File: src/rtl/tsr_pkg.sv
package tsr_pkg;

    typedef enum logic [1:0] {
        ST_UNSYNCED = 2'd0,
        ST_ALARM    = 2'd1,
        ST_LOCKED   = 2'd2
    } tsr_state_e;

endpackage

File: src/rtl/tsr_wrap_counter.sv
module tsr_wrap_counter #(
    parameter int W = 8
) (
    input  logic         clk,
    input  logic         rst_n,
    input  logic         clear,
    output logic [W-1:0] value
);
    localparam logic [W-1:0] STEP = W'(1);

    always_ff @(posedge clk) begin
        if (!rst_n) begin
            value <= '0;
        end else if (clear) begin
            value <= '0;
        end else begin
            value <= value + STEP;
        end
    end
endmodule

File: src/rtl/tsr_sync_fsm.sv
module tsr_sync_fsm
    import tsr_pkg::*;
(
    input  logic clk,
    input  logic rst_n,
    input  logic sync_cmd,
    input  logic plain_accept,
    output logic locked,
    output logic unsync,
    output logic fire_event
);
    tsr_state_e state_q, state_d;

    always_comb begin
        state_d = state_q;
        unique case (state_q)
            ST_UNSYNCED: begin
                if (sync_cmd)          state_d = ST_LOCKED;
                else if (plain_accept) state_d = ST_ALARM;
            end
            ST_ALARM: begin
                if (sync_cmd)          state_d = ST_LOCKED;
            end
            ST_LOCKED: begin
                state_d = ST_LOCKED;
            end
            default: state_d = ST_UNSYNCED;
        endcase
    end

    always_ff @(posedge clk) begin
        if (!rst_n) state_q <= ST_UNSYNCED;
        else        state_q <= state_d;
    end

    always_comb begin
        locked     = 1'b0;
        unsync     = 1'b0;
        fire_event = 1'b0;
        unique case (state_q)
            ST_UNSYNCED: ;
            ST_ALARM:    unsync = 1'b1;
            ST_LOCKED: begin
                locked     = 1'b1;
                fire_event = plain_accept;
            end
            default: ;
        endcase
    end
endmodule

File: src/rtl/tsr_event_fmt.sv
module tsr_event_fmt #(
    parameter int TS_W = 16,
    parameter int FT_W = 8
) (
    input  logic            clk,
    input  logic            rst_n,
    input  logic            fire,
    input  logic [TS_W-1:0] coarse,
    input  logic [FT_W-1:0] fine,
    input  logic [TS_W-1:0] offset,
    output logic            evt_valid,
    output logic [TS_W-1:0] evt_ts,
    output logic [FT_W-1:0] evt_ft
);
    logic [TS_W-1:0] ref_ts;

    always_comb ref_ts = coarse - offset;

    always_ff @(posedge clk) begin
        if (!rst_n) begin
            evt_valid <= 1'b0;
            evt_ts    <= '0;
            evt_ft    <= '0;
        end else begin
            evt_valid <= fire;
            if (fire) begin
                evt_ts <= ref_ts;
                evt_ft <= fine;
            end
        end
    end
endmodule

File: src/rtl/ts_sync_rx.sv
module ts_sync_rx #(
    parameter int TS_W  = 16,
    parameter int FT_W  = 8,
    parameter int MSG_W = 6
) (
    input  logic             clk,
    input  logic             rst_n,
    input  logic             accept_i,
    input  logic             msg_valid_i,
    input  logic [MSG_W-1:0] msg_code_i,
    input  logic [MSG_W-1:0] reset_code_i,
    input  logic [TS_W-1:0]  send_offset_i,
    output logic [TS_W-1:0]  coarse_o,
    output logic [FT_W-1:0]  fine_o,
    output logic             evt_valid_o,
    output logic [TS_W-1:0]  evt_ts_o,
    output logic [FT_W-1:0]  evt_ft_o,
    output logic             unsync_o
);
    logic sync_cmd;
    logic plain_accept;
    logic locked;
    logic fire_event;

    always_comb begin
        sync_cmd     = accept_i && msg_valid_i && (msg_code_i == reset_code_i);
        plain_accept = accept_i && !sync_cmd;
    end

    tsr_sync_fsm u_fsm (
        .clk          (clk),
        .rst_n        (rst_n),
        .sync_cmd     (sync_cmd),
        .plain_accept (plain_accept),
        .locked       (locked),
        .unsync       (unsync_o),
        .fire_event   (fire_event)
    );

    tsr_wrap_counter #(.W(TS_W)) u_coarse (
        .clk   (clk),
        .rst_n (rst_n),
        .clear (sync_cmd),
        .value (coarse_o)
    );

    tsr_wrap_counter #(.W(FT_W)) u_fine (
        .clk   (clk),
        .rst_n (rst_n),
        .clear (sync_cmd),
        .value (fine_o)
    );

    tsr_event_fmt #(.TS_W(TS_W), .FT_W(FT_W)) u_evt (
        .clk       (clk),
        .rst_n     (rst_n),
        .fire      (fire_event),
        .coarse    (coarse_o),
        .fine      (fine_o),
        .offset    (send_offset_i),
        .evt_valid (evt_valid_o),
        .evt_ts    (evt_ts_o),
        .evt_ft    (evt_ft_o)
    );
endmodule

File: config.mk
export PLATFORM = sky130hd
export DESIGN_NAME = ts_sync_rx
export DESIGN_NICKNAME = d
export VERILOG_FILES = /design/src/rtl/tsr_pkg.sv /design/src/rtl/tsr_wrap_counter.sv /design/src/rtl/tsr_sync_fsm.sv /design/src/rtl/tsr_event_fmt.sv /design/src/rtl/ts_sync_rx.sv
export SDC_FILE = /design/constraint.sdc
export NUM_CORES = 1
export LEC_CHECK = 0
export BUFFER_PORTS_ARGS = -buffer_cell sky130_fd_sc_hd__buf_2
export CAP_MARGIN = 40
export CORE_AREA = 2 2 57 100
export CTS_BUF_LIST = sky130_fd_sc_hd__clkbuf_8 sky130_fd_sc_hd__clkbuf_16
export DETAILED_ROUTE_END_ITERATION = 7
export DIE_AREA = 0 0 59 102
export PLACE_DENSITY = 0.83
export SLEW_MARGIN = 0
export SYNTH_ARGS = -nofsm -noshare
export SYNTH_HDL_FRONTEND = slang
export SYNTH_SLANG_ARGS = --single-unit
File: constraint.sdc
create_clock -name clk -period 4.4 [get_ports clk]
set_input_delay 1.32 -clock clk [delete_from_list [all_inputs] [get_ports clk]]
set_output_delay 1.32 -clock clk [all_outputs]
set_load 0.02 [all_outputs]
==> impl_metrics.py <==
metrics = {
    "run_status": {
        "status": "finished, final reports clean",
    },
    "pwr": {
        "pwr-share-seq_pct": 50.5,
        "combPwrFrac_pct": 20.7,
        "clockPowerShare_pct": 28.8,
        "finalPower_uw": 996.0,
        "power.leakage_nw": 1.655,
        "p_sw_share_pct": 30.99,
        "vdd_ir_drop_max_v": 0.0002077,
        "p_int_uw": 687.3,
        "power_density_nw_per_um2": 295.6,
        "switching_power_uw": 308.7,
    },
    "synth": {
        "synth_edf_count": 0,
        "synthesis.instances": 332,
        "postSynth.asyncResetShare_pct": 0,
        "syn_area_um2": 2839,
        "syn-num-nets": 386,
        "yosys_warnings": 0,
        "ys_seq_area_share_pct": 35.96,
        "yosys.cell_types.count": 47,
        "synth_ff_type": "dfxtp_1",
        "yosys_register_bits": 51,
        "synth.avg_cell_area_um2": 8.551,
    },
    "cells_and_area": {
        "mostFrequentLayoutCells": "81 x buf_2, 55 x nor2_1, 51 x dfxtp_1",
        "final_net_count": 465,
        "n_antenna_cell": 0,
        "mostFrequentLayoutCell": "buf_2",
        "drive_gt1_share_pct": 23.30,
        "syn2layout_area_growth_pct": 18.69,
    },
    "worst_setup_path": {
        "r2r_end": "u_evt.evt_ts[15]",
        "reg2reg_slack_ns": 2.21,
        "crit_fanout": 3,
        "path_class": "primary input to flip-flop",
        "rr_startpoint": "u_coarse.value[1]",
        "reg2reg_depth": 7,
        "worst-endpoint-required_ns": 4.60,
        "crit_arrival_ns": 3.07,
        "cp-end-kind": "flip-flop",
        "cp-start-kind": "primary input",
    },
    "sta": {
        "fin_crit_ns": 2.867,
        "fin_setup_tns_ns": 0,
        "final_hold_viol_count": 0,
        "relSlewSlack_pct": 49.25,
        "worst_slew_pin_slew_ns": 0.7595,
        "finalMaxSlewViolations": 0,
        "fmax_mhz": 348.8,
        "finClkSkew_ns": 0.009140,
        "rsz0062_at_grt": "false",
        "min_period_over_period_pct": 65.17,
        "setup_violations": 0,
    },
    "cts": {
        "cts_buffers": 5,
        "clock_latency_ns": 0.31,
        "clock_sinks": 51,
        "cts_root_buf": "clkbuf_8",
        "cts_max_path_buffers": 2,
        "cts.hold.buffers_added": 0,
        "htreeDepth": 2,
        "cts_tree": "done",
        "ctsResizeCount": 0,
        "post_cts.repair.setup_buffers": 0,
        "clk_pin_slew_worst_paths_ns": 0.10,
    },
    "flow_run": {
        "cap_violations": 0,
    },
    "grt": {
        "antenna_found_initial": 0,
        "grt_first_pass_wirelength_mm": 10.38,
        "grt_max_degree": 27,
        "grt_pass1_vias": 2443,
        "track_usage_pct": 21.96,
        "grt-ovfl-total": 0,
    },
    "die": {
        "initial_utilization_pct": 54.94,
        "die_w_um": 59,
        "row_count": 35,
        "dieHeight_um": 102,
        "ios": 82,
        "die_area_um2": 6018,
        "core_um2": 5167,
    },
    "placed_design": {
        "gp_congestion": 0.9186,
        "port_buffers": 81,
        "hpwl_mm": 4.995,
    },
    "hold_path": {
        "holdPathEnd": "u_evt.evt_ts[14]",
        "hold_class": "flip-flop to flip-flop",
        "hp-start": "u_evt.evt_ts[14]",
        "min_path_cells": 2,
    },
    "drt": {
        "detail-route-antenna-nets": 0,
        "wl_per_cell_um": 13.74,
        "drc": 0,
        "drtIter0Drc": 51,
        "via_per_inst": 5.559,
        "first_pass_iters": 4,
        "drt_wl_total_mm": 6.416,
        "via_count": 2596,
    },
}
power groups by stage:
stage / Clock (mW) / Sequential [mW] / Combinational, mW
3_3_place_gp: 0 / 0.513 / 0.200
4_1_cts: 0.295 / 0.504 / 0.207
5_1_grt: 0.310 / 0.507 / 0.228
2_1_floorplan: 0 / 0.533 / 0.127
6_report: 0.286 / 0.503 / 0.206
3_5_place_dp: 0 / 0.514 / 0.206
state kept, by name (all words and copies together) (netlist names):
| name | flops |
|---|---|
| u_coarse.value | 16 |
| u_evt.evt_ft | 8 |
| u_evt.evt_ts | 16 |
| u_evt.evt_valid | 1 |
| u_fine.value | 8 |
| u_fsm.state_q | 2 |
Yosys cell counts, types with 2 or more instances:
library cell / n / area share, %
nand4_1: 3 / 0.66
nand2_1: 20 / 2.6
and3_1: 6 / 1.3
inv_1: 20 / 2.6
o22ai_1: 4 / 0.88
nor2b_1: 5 / 1.1
ha_1: 21 / 9.3
nor3_1: 2 / 0.35
xnor2_1: 13 / 4.0
o21ai_0: 5 / 0.88
o221ai_1: 2 / 0.62
o21bai_1: 2 / 0.53
a31oi_1: 2 / 0.44
or2_2: 2 / 0.44
dfxtp_1: 51 / 36
o21a_1: 4 / 1.1
xor2_1: 22 / 6.8
nand3_1: 21 / 3.7
nand4b_1: 3 / 0.93
mux2i_1: 13 / 4.6
and4_1: 4 / 1.2
nor2_1: 55 / 7.3
a211oi_1: 5 / 1.3
buf_2: 3 / 0.53
a21o_1: 4 / 1.1
a21oi_1: 15 / 2.6
clkbuf_1: 5 / 0.66
through the flow:
| stage | cells | util [%] | hold slack (ns) | cell area, µm² | setup slack (ns) |
|---|---|---|---|---|---|
| 2_1_floorplan | 332 | - | 0.5099 | 2839 | 1.457 |
| 3_3_place_gp | 459 | 63.37 | 0.4500 | 3274 | 1.293 |
| 3_5_place_dp | 459 | 63.37 | 0.4568 | 3274 | 1.235 |
| 4_1_cts | 467 | 65.21 | 0.4720 | 3369 | 1.554 |
| 5_1_grt | 467 | 65.21 | 0.4925 | 3369 | 1.441 |
| 6_report | 467 | 65.21 | 0.4673 | 3369 | 1.533 |
worst max-delay path by stage:
stage | startpoint | end | slack (ns) | depth (start not counted)
2_1_floorplan | send_offset_i[2] | u_evt.evt_ts[10] | 1.46 | 8
3_3_place_gp | send_offset_i[2] | u_evt.evt_ts[10] | 1.29 | 9
3_5_place_dp | send_offset_i[1] | u_evt.evt_ts[15] | 1.23 | 9
4_1_cts | send_offset_i[1] | u_evt.evt_ts[15] | 1.55 | 9
5_1_grt | send_offset_i[1] | u_evt.evt_ts[15] | 1.44 | 9
6_report | send_offset_i[1] | u_evt.evt_ts[15] | 1.53 | 9
kinds of logic after synthesis:
group | Yosys count | share of synthesized area, %
muxes | 13 | 4.583
and+or+nand+nor | 126 | 21.11
xor gates and xnor gates | 35 | 10.80
buffers and inverters | 31 | 4.407
DFF | 51 | 35.96
adders and majority gates | 22 | 9.960
AOI/OAI and AO/OA | 54 | 13.18
layout make-up:
| cell class | instances | area, µm² |
|---|---|---|
| flip-flops and latches | 51 | 1021 |
| fillers | 472 | 1798 |
| well taps | 55 | 68.82 |
| inverters | 21 | 78.83 |
| clock buffers | 5 | 68.82 |
| repair buffers | 82 | 412.9 |
| multi-input cells | 250 | 1693 |
| clock inverters | 3 | 26.28 |
worst max-delay path, stage by stage:
cell       delay [ns]
buf_2            0.10
inv_1            0.05
ha_1             0.27
nor2b_1          0.14
o2111ai_1        0.32
a21oi_1          0.18
a211oi_1         0.32
nor2_1           0.09
a311o_1          0.27
routing by layer:
| metal | wire, µm | global-route usage (%) |
|---|---|---|
| met1 | 2421 | 22.02 |
| met2 | 3600 | 42.39 |
| met4 | 171 | 10.66 |
| met5 | 0 | 0 |
| met3 | 223 | 2.911 |
Power figures use the tool's default switching activity.
